[src/rtl/fpd_pkg.sv]
`timescale 1ns/1ps
package fpd_pkg;
   localparam int INSN_W = 32;
   localparam int IDX_W  = 5;
   localparam int OPC_W  = 9;
   localparam int TRAP_W = 3;

   localparam logic [INSN_W-1:0] FPOP_MASK   = 32'hC1F8_0000;
   localparam logic [INSN_W-1:0] FPOP1_MATCH = 32'h81A0_0000;
   localparam logic [INSN_W-1:0] FPOP2_MATCH = 32'h81A8_0000;

   typedef enum logic [1:0] {SZ_NONE = 2'd0, SZ_SGL = 2'd1, SZ_DBL = 2'd2, SZ_QUAD = 2'd3} opsz_e;
   typedef enum logic [1:0] {GRP_NONE = 2'd0, GRP_ARITH = 2'd1, GRP_CMP = 2'd2} grp_e;

   typedef struct packed {
      logic  known;
      opsz_e a_sz;
      opsz_e b_sz;
      opsz_e d_sz;
      logic  b_raw;
      logic  d_raw;
      logic  cmp;
   } opdesc_t;

   typedef struct packed {
      grp_e              grp;
      logic [IDX_W-1:0]  a_idx;
      logic [IDX_W-1:0]  b_idx;
      logic [IDX_W-1:0]  d_idx;
      opsz_e             a_sz;
      opsz_e             b_sz;
      opsz_e             d_sz;
      logic              b_raw;
      logic              d_raw;
      logic              cmp;
      logic              unimpl;
      logic              badreg;
      logic [TRAP_W-1:0] trap;
   } dec_res_t;

   function automatic opdesc_t desc(input opsz_e a, input opsz_e b, input opsz_e d,
                                    input logic braw, input logic draw, input logic c);
      opdesc_t r;
      r.known = 1'b1;
      r.a_sz  = a;
      r.b_sz  = b;
      r.d_sz  = d;
      r.b_raw = braw;
      r.d_raw = draw;
      r.cmp   = c;
      return r;
   endfunction
endpackage

[src/rtl/fpd_opmap.sv]
`timescale 1ns/1ps
module fpd_opmap
   import fpd_pkg::*;
#(
   parameter int OPC_BITS = 9
) (
   input  grp_e                grp,
   input  logic [OPC_BITS-1:0] opc,
   output opdesc_t             d
);
   if (OPC_BITS != 9) begin : g_bad_opc
      $error("fpd_opmap: operation field must be 9 bits");
   end

   always_comb begin
      d = '0;
      if (grp == GRP_ARITH) begin
         unique case (opc)
            9'h041, 9'h045, 9'h049, 9'h04D: d = desc(SZ_SGL,  SZ_SGL,  SZ_SGL,  1'b0, 1'b0, 1'b0);
            9'h042, 9'h046, 9'h04A, 9'h04E: d = desc(SZ_DBL,  SZ_DBL,  SZ_DBL,  1'b0, 1'b0, 1'b0);
            9'h043, 9'h047, 9'h04B, 9'h04F: d = desc(SZ_QUAD, SZ_QUAD, SZ_QUAD, 1'b0, 1'b0, 1'b0);
            9'h029: d = desc(SZ_NONE, SZ_SGL,  SZ_SGL,  1'b0, 1'b0, 1'b0);
            9'h02A: d = desc(SZ_NONE, SZ_DBL,  SZ_DBL,  1'b0, 1'b0, 1'b0);
            9'h02B: d = desc(SZ_NONE, SZ_QUAD, SZ_QUAD, 1'b0, 1'b0, 1'b0);
            9'h069: d = desc(SZ_SGL,  SZ_SGL,  SZ_DBL,  1'b0, 1'b0, 1'b0);
            9'h06E: d = desc(SZ_DBL,  SZ_DBL,  SZ_QUAD, 1'b0, 1'b0, 1'b0);
            9'h0C4: d = desc(SZ_NONE, SZ_SGL,  SZ_SGL,  1'b1, 1'b0, 1'b0);
            9'h0C8: d = desc(SZ_NONE, SZ_SGL,  SZ_DBL,  1'b1, 1'b0, 1'b0);
            9'h0CC: d = desc(SZ_NONE, SZ_SGL,  SZ_QUAD, 1'b1, 1'b0, 1'b0);
            9'h0D1: d = desc(SZ_NONE, SZ_SGL,  SZ_SGL,  1'b0, 1'b1, 1'b0);
            9'h0D2: d = desc(SZ_NONE, SZ_DBL,  SZ_SGL,  1'b0, 1'b1, 1'b0);
            9'h0D3: d = desc(SZ_NONE, SZ_QUAD, SZ_SGL,  1'b0, 1'b1, 1'b0);
            9'h0C6: d = desc(SZ_NONE, SZ_DBL,  SZ_SGL,  1'b0, 1'b0, 1'b0);
            9'h0C7: d = desc(SZ_NONE, SZ_QUAD, SZ_SGL,  1'b0, 1'b0, 1'b0);
            9'h0C9: d = desc(SZ_NONE, SZ_SGL,  SZ_DBL,  1'b0, 1'b0, 1'b0);
            9'h0CB: d = desc(SZ_NONE, SZ_QUAD, SZ_DBL,  1'b0, 1'b0, 1'b0);
            9'h0CD: d = desc(SZ_NONE, SZ_SGL,  SZ_QUAD, 1'b0, 1'b0, 1'b0);
            9'h0CE: d = desc(SZ_NONE, SZ_DBL,  SZ_QUAD, 1'b0, 1'b0, 1'b0);
            9'h001, 9'h005, 9'h009:
                    d = desc(SZ_NONE, SZ_SGL,  SZ_SGL,  1'b1, 1'b1, 1'b0);
            default: d = '0;
         endcase
      end else if (grp == GRP_CMP) begin
         unique case (opc)
            9'h051, 9'h055: d = desc(SZ_SGL,  SZ_SGL,  SZ_NONE, 1'b0, 1'b0, 1'b1);
            9'h052, 9'h056: d = desc(SZ_DBL,  SZ_DBL,  SZ_NONE, 1'b0, 1'b0, 1'b1);
            9'h053, 9'h057: d = desc(SZ_QUAD, SZ_QUAD, SZ_NONE, 1'b0, 1'b0, 1'b1);
            default: d = '0;
         endcase
      end
   end
endmodule

[src/rtl/fpd_align_chk.sv]
`timescale 1ns/1ps
module fpd_align_chk
   import fpd_pkg::*;
#(
   parameter int IDX_BITS = 5
) (
   input  logic [IDX_BITS-1:0] idx,
   input  opsz_e               sz,
   input  logic                must_zero,
   output logic                bad
);
   if (IDX_BITS < 2) begin : g_bad_idx
      $error("fpd_align_chk: register number needs at least 2 bits");
   end

   logic dbl_bad, quad_bad, zero_bad;

   always_comb begin
      dbl_bad  = (sz == SZ_DBL)  && idx[0];
      quad_bad = (sz == SZ_QUAD) && (idx[1:0] != 2'b00);
      zero_bad = must_zero && (idx != '0);
      bad      = dbl_bad | quad_bad | zero_bad;
   end
endmodule

[src/rtl/fpd_out_stage.sv]
`timescale 1ns/1ps
module fpd_out_stage #(
   parameter int W       = 8,
   parameter bit REG_OUT = 1'b1
) (
   input  logic         clk,
   input  logic         rst_n,
   input  logic         in_valid,
   input  logic [W-1:0] d,
   output logic         q_valid,
   output logic [W-1:0] q
);
   if (W < 1) begin : g_bad_w
      $error("fpd_out_stage: width must be positive");
   end

   if (REG_OUT) begin : g_reg
      always_ff @(posedge clk or negedge rst_n) begin
         if (!rst_n) begin
            q_valid <= 1'b0;
            q       <= '0;
         end else begin
            q_valid <= in_valid;
            if (in_valid) q <= d;
         end
      end

      p_valid_follow_r9: assert property (@(posedge clk) disable iff (!rst_n)
         in_valid |=> q_valid);
      p_idle_r9: assert property (@(posedge clk) disable iff (!rst_n)
         !in_valid |=> !q_valid);
      p_hold_r9: assert property (@(posedge clk) disable iff (!rst_n)
         !in_valid |=> $stable(q));
   end else begin : g_comb
      assign q_valid = in_valid;
      assign q       = d;
   end
endmodule

[src/rtl/fp_op_decoder.sv]
`timescale 1ns/1ps
module fp_op_decoder
   import fpd_pkg::*;
#(
   parameter int REG_IDX_W  = 5,
   parameter int OP_W       = 9,
   parameter int TRAP_BITS  = 3,
   parameter int RS2_LSB    = 0,
   parameter int OPC_LSB    = 5,
   parameter int RS1_LSB    = 14,
   parameter int RD_LSB     = 25,
   parameter int BADREG_TT  = 6,
   parameter bit REG_OUT    = 1'b1
) (
   input  logic                 clk,
   input  logic                 rst_n,
   input  logic                 in_valid,
   input  logic [31:0]          insn,
   output logic                 out_valid,
   output logic [1:0]           out_group,
   output logic [REG_IDX_W-1:0] out_rs1_idx,
   output logic [REG_IDX_W-1:0] out_rs2_idx,
   output logic [REG_IDX_W-1:0] out_rd_idx,
   output logic [1:0]           out_rs1_sz,
   output logic [1:0]           out_rs2_sz,
   output logic [1:0]           out_rd_sz,
   output logic                 out_rs2_int,
   output logic                 out_rd_int,
   output logic                 out_cmp,
   output logic                 out_unimpl,
   output logic                 out_badreg,
   output logic [TRAP_BITS-1:0] out_trap
);
   localparam int NOPS  = 3;
   localparam int RES_W = $bits(dec_res_t);

   if (REG_IDX_W != IDX_W || OP_W != OPC_W || TRAP_BITS != TRAP_W) begin : g_bad_w
      $error("fp_op_decoder: widths must match fpd_pkg");
   end
   if (RD_LSB + REG_IDX_W > 32 || RS1_LSB + REG_IDX_W > RD_LSB || OPC_LSB + OP_W > RS1_LSB) begin : g_bad_pos
      $error("fp_op_decoder: field positions overlap or overflow");
   end
   if (BADREG_TT >= (1 << TRAP_BITS)) begin : g_bad_tt
      $error("fp_op_decoder: trap code does not fit");
   end

   grp_e              grp_c;
   logic [OP_W-1:0]   opc;
   opdesc_t           dsc;
   dec_res_t          res_c;
   dec_res_t          res_q;
   logic [RES_W-1:0]  res_q_bits;
   logic              fp_c;

   logic [REG_IDX_W-1:0] idx_a [NOPS];
   opsz_e                sz_a  [NOPS];
   logic [NOPS-1:0]      bad_a;

   always_comb begin
      if ((insn & FPOP_MASK) == FPOP1_MATCH)      grp_c = GRP_ARITH;
      else if ((insn & FPOP_MASK) == FPOP2_MATCH) grp_c = GRP_CMP;
      else                                        grp_c = GRP_NONE;
   end

   assign fp_c = (grp_c != GRP_NONE);
   assign opc  = insn[OPC_LSB +: OP_W];

   fpd_opmap #(.OPC_BITS(OP_W)) opmap_i (
      .grp (grp_c),
      .opc (opc),
      .d   (dsc)
   );

   assign idx_a[0] = insn[RS1_LSB +: REG_IDX_W];
   assign idx_a[1] = insn[RS2_LSB +: REG_IDX_W];
   assign idx_a[2] = insn[RD_LSB  +: REG_IDX_W];
   assign sz_a[0]  = dsc.a_sz;
   assign sz_a[1]  = dsc.b_sz;
   assign sz_a[2]  = dsc.d_sz;

   for (genvar k = 0; k < NOPS; k++) begin : g_chk
      fpd_align_chk #(.IDX_BITS(REG_IDX_W)) chk_i (
         .idx       (idx_a[k]),
         .sz        (sz_a[k]),
         .must_zero ((k == NOPS - 1) ? dsc.cmp : 1'b0),
         .bad       (bad_a[k])
      );
   end

   always_comb begin
      res_c        = '0;
      res_c.grp    = grp_c;
      res_c.a_idx  = idx_a[0];
      res_c.b_idx  = idx_a[1];
      res_c.d_idx  = idx_a[2];
      res_c.a_sz   = dsc.a_sz;
      res_c.b_sz   = dsc.b_sz;
      res_c.d_sz   = dsc.d_sz;
      res_c.b_raw  = dsc.b_raw;
      res_c.d_raw  = dsc.d_raw;
      res_c.cmp    = dsc.cmp;
      res_c.unimpl = fp_c && !dsc.known;
      res_c.badreg = dsc.known && (|bad_a);
      res_c.trap   = res_c.badreg ? TRAP_BITS'(BADREG_TT) : '0;
   end

   fpd_out_stage #(.W(RES_W), .REG_OUT(REG_OUT)) out_i (
      .clk      (clk),
      .rst_n    (rst_n),
      .in_valid (in_valid),
      .d        (res_c),
      .q_valid  (out_valid),
      .q        (res_q_bits)
   );

   assign res_q       = dec_res_t'(res_q_bits);
   assign out_group   = res_q.grp;
   assign out_rs1_idx = res_q.a_idx;
   assign out_rs2_idx = res_q.b_idx;
   assign out_rd_idx  = res_q.d_idx;
   assign out_rs1_sz  = res_q.a_sz;
   assign out_rs2_sz  = res_q.b_sz;
   assign out_rd_sz   = res_q.d_sz;
   assign out_rs2_int = res_q.b_raw;
   assign out_rd_int  = res_q.d_raw;
   assign out_cmp     = res_q.cmp;
   assign out_unimpl  = res_q.unimpl;
   assign out_badreg  = res_q.badreg;
   assign out_trap    = res_q.trap;

   if (REG_OUT) begin : g_props
      p_trap_code_r7: assert property (@(posedge clk) disable iff (!rst_n)
         out_valid && out_badreg |-> out_trap == TRAP_BITS'(BADREG_TT));
      p_no_trap_r7: assert property (@(posedge clk) disable iff (!rst_n)
         out_valid && !out_badreg |-> out_trap == '0);
      p_unimpl_clean_r8: assert property (@(posedge clk) disable iff (!rst_n)
         out_valid && out_unimpl |-> !out_badreg && out_rs1_sz == 2'd0 && out_rs2_sz == 2'd0 && out_rd_sz == 2'd0);
      p_nonfp_r1: assert property (@(posedge clk) disable iff (!rst_n)
         out_valid && out_group == 2'd0 |-> !out_unimpl && !out_badreg && !out_cmp && out_rd_sz == 2'd0);
      p_quad_align_r5: assert property (@(posedge clk) disable iff (!rst_n)
         out_valid && !out_badreg && out_rs2_sz == 2'd3 |-> out_rs2_idx[1:0] == 2'b00);
      p_dbl_align_r5: assert property (@(posedge clk) disable iff (!rst_n)
         out_valid && !out_badreg && out_rd_sz == 2'd2 |-> !out_rd_idx[0]);
      p_cmp_dest_r6: assert property (@(posedge clk) disable iff (!rst_n)
         out_valid && out_cmp && !out_badreg |-> out_rd_idx == '0 && out_rd_sz == 2'd0);
   end
endmodule

[config.mk]
export PLATFORM = sky130hd
export DESIGN_NAME = fp_op_decoder
export DESIGN_NICKNAME = d
export VERILOG_FILES = /design/src/rtl/fpd_pkg.sv /design/src/rtl/fpd_opmap.sv /design/src/rtl/fpd_align_chk.sv /design/src/rtl/fpd_out_stage.sv /design/src/rtl/fp_op_decoder.sv
export SDC_FILE = /design/constraint.sdc
export NUM_CORES = 1
export LEC_CHECK = 0
export BUFFER_PORTS_ARGS = -buffer_cell sky130_fd_sc_hd__buf_2
export CORE_MARGIN = 3
export CORE_UTILIZATION = 45
export DETAILED_ROUTE_END_ITERATION = 6
export PLACE_DENSITY = 0.77
export SYNTH_ARGS = -nofsm -noshare
export SYNTH_HDL_FRONTEND = slang
export SYNTH_SLANG_ARGS = --single-unit
[constraint.sdc]
create_clock -name clk -period 0.8 [get_ports clk]
set_input_delay 0.16 -clock clk [delete_from_list [all_inputs] [get_ports clk]]
set_output_delay 0.16 -clock clk [all_outputs]
set_load 0.02 [all_outputs]
Yosys cells after proc, flatten, opt, wreduce, memory -nomap -nowiden

Index checks and enable logic that the tools add are counted.
W data, S select, Z words.

Bitwise logic cells: 4
Reductions and logical operators: 23
Mux-type cells: 7
Equal/unequal tests: 48

Operator list:

| cell                 | number |
|---|---|
| $pmux W10 S21        | 1 |
| $eq A9 B7 Y1 const B | 20 |
| $eq A9 B8 Y1 const B | 12 |
| $pmux W10 S3         | 1 |
| $eq A9 B6 Y1 const B | 3 |
| $mux W10             | 2 |
| $eq A8 B8 Y1 const B | 2 |
| $eq A2 B2 Y1 const B | 7 |
| $reduce_or A4 Y1     | 3 |
| $eq A9 B1 Y1 const B | 1 |
| $eq A9 B3 Y1 const B | 1 |
| $eq A9 B4 Y1 const B | 1 |
| $logic_and A1 B1 Y1  | 9 |
| $reduce_bool A2 Y1   | 4 |
| $reduce_or A2 Y1     | 3 |
| $reduce_or A3 Y1     | 2 |
| $reduce_bool A5 Y1   | 1 |
| $mux W2              | 2 |
| $or A1 B1 Y1         | 4 |
| $mux W3              | 1 |
| $eq A2 B1 Y1 const B | 1 |
| $logic_not A1 Y1     | 1 |

Bits of input ports: 35
Logic and storage cells: 84
Output and inout port bits: 32
Register bits after elaboration: 32

Longest topological paths before layout

Depth in word-level cells: 13
Mapped depth: 8
Depth with buffers taken out: 7

By module

Synthesis repeated with hierarchy kept, for this count alone.

Cells, all modules: 186
Area total of the unflattened synthesis: 2018.2 um2

Modules (own cells, without submodules):

| module        | sequential area each (um2) | instances | cells each | area each (um2) |
|---|---|---|---|---|
| fpd_out_stage | 800.8                      | 1         | 66         | 1183.6 |
| fpd_opmap     | 0.0                        | 1         | 97         | 690.7 |
| fpd_align_chk | 0.0                        | 3         | 5          | 26.3 |
| fp_op_decoder | 0.0                        | 1         | 8          | 65.1 |

Worst setup path after synthesis

OpenSTA, ideal clock, no wires.

Path type: input to register
Start point: in insn[9]
End point: reg out_i.q[3]
Required time: 0.713 ns
Data arrival time: 1.448 ns
Setup time: 0.087 ns
Setup slack: -0.735 ns
Path buffers: 1
Stages on the path: 8
Path through: buf_6 -> nor2_4 -> nand4bb_1 -> o41a_2 -> o211ai_1 -> a21o_1 -> a21oi_2 -> a211oi_2

Word-level cells in the longest chain between the ends: 10
Elaborated cells on any way between the ends: 68
Those cells by class: 44 x eq/ne; 4 x mux; 4 x bitwise; 16 x reduce/logical

RTL lines:

| item                                              | line                             | text |
|---|---|---|
| start, declared                                   | fp_op_decoder.sv:18              | `input logic [31:0] insn,` |
| $eq A9 B7 Y1, or another cell as far along        | fpd_opmap.sv:18                  | `unique case (opc)` |
| $reduce_or A4 Y1, or another cell as far along    | fpd_opmap.sv:18                  |  |
| $pmux W10 S21 or $pmux W10 S3 (tied branches)     | fpd_opmap.sv:18, fpd_opmap.sv:44 |  |
| $mux W10 *                                        | fpd_opmap.sv:17                  | `if (grp == GRP_ARITH) begin` |
| $eq A2 B2 Y1, or another cell as far along        | fpd_align_chk.sv:19              | `dbl_bad = (sz == SZ_DBL) && idx[0];` |
| $logic_and A1 B1 Y1, or another cell as far along | fpd_align_chk.sv:19              |  |
| $or A1 B1 Y1, or another cell as far along        | fpd_align_chk.sv:22              | `bad = dbl_bad \| quad_bad \| zero_bad;` |
| $or A1 B1 Y1                                      | fpd_align_chk.sv:22              |  |
| $reduce_or A3 Y1                                  | fp_op_decoder.sv:103             | `res_c.badreg = dsc.known && (\|bad_a);` |
| $logic_and A1 B1 Y1 *                             | fp_op_decoder.sv:103             |  |
| end signal, assigned                              | fpd_out_stage.sv:21              | `q <= '0;` |
| end signal, assigned                              | fpd_out_stage.sv:24              | `if (in_valid) q <= d;` |
| end, declared                                     | fpd_out_stage.sv:11              | `output logic [W-1:0] q` |

Mark *: on every way between the ends. The rest lies on a longest branch, timed or not.
A chain may end at the register's enable or synchronous reset.

Final worst setup path

Start point: in insn[9]
End point: reg out_i.q[7]

Word-level cells in the longest chain between the ends: 4
Elaborated cells on any way between the ends: 38
Those cells by class: 32 x eq/ne; 2 x mux; 4 x reduce/logical

RTL lines:

| item                                                 | line |
|---|---|
| $eq A9 B7 Y1, or another cell as far along           | fpd_opmap.sv:18 |
| $reduce_or A4 Y1 or $reduce_or A3 Y1 (tied branches) | fpd_opmap.sv:18 |
| $pmux W10 S21 *                                      | fpd_opmap.sv:18 |
| $mux W10 *                                           | fpd_opmap.sv:17 |

Marks and branches as above.

==> results.py <==
metrics = {
    "floorplanning": {
        "core_area_sq_um": 3850,
        "chip_width_um": 70.6,
        "row_count": 22,
        "chipHeight_um": 70.6,
        "effective_utilization_at_floorplan_pct": 48.8,
        "ios": 67,
        "die_area_sq_um": 4990,
    },
    "setup_path": {
        "cp-end-kind": "register",
        "timing.critical_path.mode_cell": "sky130_fd_sc_hd__nand4_1",
        "crit_buf_inv": 3,
        "arrival_time_of_the_worst_setup_path_ns": 1.96,
        "worstPathMaxFanout": 7,
        "cpPeakStageDelay_ns": 0.34,
        "timing.setup.critical_path_class": "input port to register",
        "setup.worst_path.start_class": "input port",
        "crit_slowest_cell": "sky130_fd_sc_hd__o2bb2ai_2",
        "cp.required_ns": 1.01,
        "cp_top_family": "compound AO/OA/AOI/OAI gates",
        "sequence_of_cells_on_the_critical_path": "buf_8 -> buf_12 -> nor3b_4 -> nand4_1 -> o2bb2ai_2 -> nor3_4 -> a21oi_4 -> buf_4 -> nand4_1 -> o21ai_1",
    },
    "global_routing": {
        "grt_pass1_vias": 2284,
        "antenna_found_initial": 0,
        "grt_start_max_net_pins": 30,
        "track_usage_pct": 29.1,
        "grt_overflow": 0,
        "grt_first_pass_wirelength_mm": 11.3,
    },
    "detailed_routing": {
        "top_layer_reached_by_signal_wires": "met4",
        "drt-wirelength-per-cell_um": 23.4,
        "drt-pass1-iter-count": 6,
        "drt_drc_violations_left": 0,
        "routed-wl-met3_um": 915,
        "met2_length_mm": 4.19,
        "postRouteAntennaNets": 0,
        "post_drt_via_cell_ratio": 6.52,
        "finalWirelength_mm": 8.83,
        "via_count": 2457,
        "route.layer.met1.wl_mm": 3.03,
        "initialDrtViolationCount": 279,
    },
    "finish": {
        "final_nets": 363,
        "syn_to_final_growth_pct": 80.0,
        "antenna-diode-count": 0,
        "drive_gt1_share_pct": 67.2,
        "post-route-util_pct": 87.8,
    },
    "timing": {
        "final_hold_viol_count": 0,
        "period_share_pct": 219,
        "post-route-worst-setup-slack_ns": -0.952,
        "finalWorstPathRequiredPeriod_ns": 1.75,
        "max_freq_mhz": 571,
        "finalMaxSlewViolations": 0,
        "final.hold.worst_slack_ns": 0.106,
        "timing.final.setup_violations": 51,
        "setup_repair_after_global_routing_missed_its_margin": "yes",
        "setup_total_neg_slack_ns": -15.96,
        "timing.clock.skew_ns": 0,
    },
    "synth": {
        "postSynth.topFlopCell": "sky130_fd_sc_hd__dfrtp_1",
        "ys_types": 63,
        "synth_cells": 190,
        "synth.ff_latch_count": 29,
        "synth_area_sq_um": 1880,
        "mappedNetlistNets": 225,
        "yosysTopAreaCell": "sky130_fd_sc_hd__dfrtp_1",
        "avgSynthCellArea_sq_um": 9.90,
        "synth.yosys.warnings": 0,
        "synth-seq-area-share_pct": 38.6,
        "post_synth_main_area_contributors": "sky130_fd_sc_hd__dfrtp_1 39%, sky130_fd_sc_hd__mux2_2 12%, sky130_fd_sc_hd__nor2_1 3.0%, sky130_fd_sc_hd__nor3_1 2.4%, sky130_fd_sc_hd__nand2_1 2.0%",
        "edff_count_synth": 0,
        "synth_async_sr_flop_share_pct": 100,
        "synth_top_area_share_pct": 38.6,
    },
    "power_and_ir_drop": {
        "max-vdd-ir-drop_mv": 1.09,
        "powerDensity_nw_per_um2": 1290,
        "leakage_power_figure_nw": 1.58,
        "total_power_mw": 4.35,
    },
    "cts": {
        "tritoncts.num_buffers": 5,
        "cts-htree-levels": 2,
        "clock_sink_count": 29,
        "cts_max_path_buffers": 2,
        "clk_pin_slew_ns": 0.07,
        "cts-root-buf": "sky130_fd_sc_hd__clkbuf_8",
        "clock_latency_reported_for_the_late_side_of_the_worst_skew_pair_ns": 0.28,
        "cts_tree": "built",
    },
    "outcome": {
        "failed_checks": "negative setup slack",
        "result_of_the_run": "complete, but fails checks",
    },
    "placed_design": {
        "detailed_place_hpwl_mm": 4.42,
        "place_congestion": 1.01,
        "port_buffers": 65,
    },
    "hold_path": {
        "hp-class": "input port to register",
    },
    "job": {
        "maxCapViolations": 0,
    },
}
==> state kept, by name, indices dropped and copies added, names as in the netlist <==
register and cells:
out_i.q_valid 1, out_i.q 28
==> power by group <==
group / total [mW] / internal [mW] / leakage, nW / switching (mW)
clock: 1.35 / 0.776 / 0.0542 / 0.578
sequential: 1.66 / 1.57 / 0.349 / 0.0839
combinational: 1.34 / 0.690 / 1.18 / 0.650
==> cells by family after synthesis <==
logic type,synth area share [%]
xor gates and xnor gates,0.466
other,0.199
buffers and inverters,6.52
AOI/OAI and AO/OA,15.3
and+or+nand+nor,26.9
muxes,12.0
DFF,38.6
==> final timing paths <==
path,end,slack [ns],cells after the start,startpoint
max,out_i.q[7]$_DFFE_PN0P_,-0.95,10,insn[9]
min,out_i.q[26]$_DFFE_PN0P_,0.11,2,insn[16]
max reg2reg,out_i.q[27]$_DFFE_PN0P_,-0.14,2,out_i.q[27]$_DFFE_PN0P_
min reg2reg,out_i.q[30]$_DFFE_PN0P_,0.52,2,out_i.q[30]$_DFFE_PN0P_
max in group asynchronous,out_i.q[14]$_DFFE_PN0P_,0.27,3,rst_n
min in group asynchronous,out_i.q[22]$_DFFE_PN0P_,0.35,3,rst_n
==> routing by layer <==
layer	track usage [%]	vias to the layer above
met4	12.9	0
met5	0	-
met2	50.0	250
met3	6.68	90
met1	34.7	1134
li1	-	983
==> through the flow <==
step / instance area [sq um] / std cells / setup slack [ns]
after CTS: 3200 / 368 / -0.687
after detailed placement: 2670 / 344 / -1.03
after global placement: 2670 / 344 / -1.00
after global routing: 3380 / 377 / -1.01
final: 3380 / 377 / -0.952
after floorplan: 1990 / 190 / -0.727
==> layout make-up <==
cell class / count / area (sq um)
well taps: 48 / 60.1
flip-flops and latches: 29 / 744
inverters: 5 / 18.8
clock inverters: 1 / 5.00
clock buffers: 7 / 96.3
multi-input cells: 141 / 1210
repair buffers: 146 / 1250
fillers: 169 / 469
==> synthesized netlist by cell type, types with 2 or more instances <==
cell type	n
sky130_fd_sc_hd__or3b_1	2
sky130_fd_sc_hd__o21ai_1	2
sky130_fd_sc_hd__o21ai_0	5
sky130_fd_sc_hd__inv_1	4
sky130_fd_sc_hd__and4b_1	2
sky130_fd_sc_hd__nand2_1	10
sky130_fd_sc_hd__nand2b_1	3
sky130_fd_sc_hd__nand4_1	6
sky130_fd_sc_hd__o2111ai_1	3
sky130_fd_sc_hd__nand3_1	5
sky130_fd_sc_hd__buf_6	2
sky130_fd_sc_hd__nor2_1	15
sky130_fd_sc_hd__dfrtp_1	29
sky130_fd_sc_hd__nor3_1	9
sky130_fd_sc_hd__mux2_2	20
sky130_fd_sc_hd__nor4_1	3
sky130_fd_sc_hd__clkbuf_1	2
sky130_fd_sc_hd__nor2b_1	2
sky130_fd_sc_hd__buf_4	4
sky130_fd_sc_hd__a31oi_1	4
sky130_fd_sc_hd__a21oi_1	7
sky130_fd_sc_hd__a21o_1	3
sky130_fd_sc_hd__nand3b_1	3
sky130_fd_sc_hd__buf_2	6
==> layout by cell type, fill, tap and decap left out, drive strengths merged, types with 6 or more instances in the layout <==
cell type  count
nand3          6
nor2          17
a21oi          9
nor3          11
buf          145
o21ai          8
dfrtp         29
clkbuf         7
mux2          20
nand4          6
nand2         10
==> timing repair <==
action,4_1_cts,5_1_grt
setup endpoints to repair,44,54
resized for setup,91,22
hold buffers,1,0
pin swaps,15,9
setup buffers,15,9
endpoints found under the hold margin,29,0
Note: power is estimated with default switching activity, not from simulation.
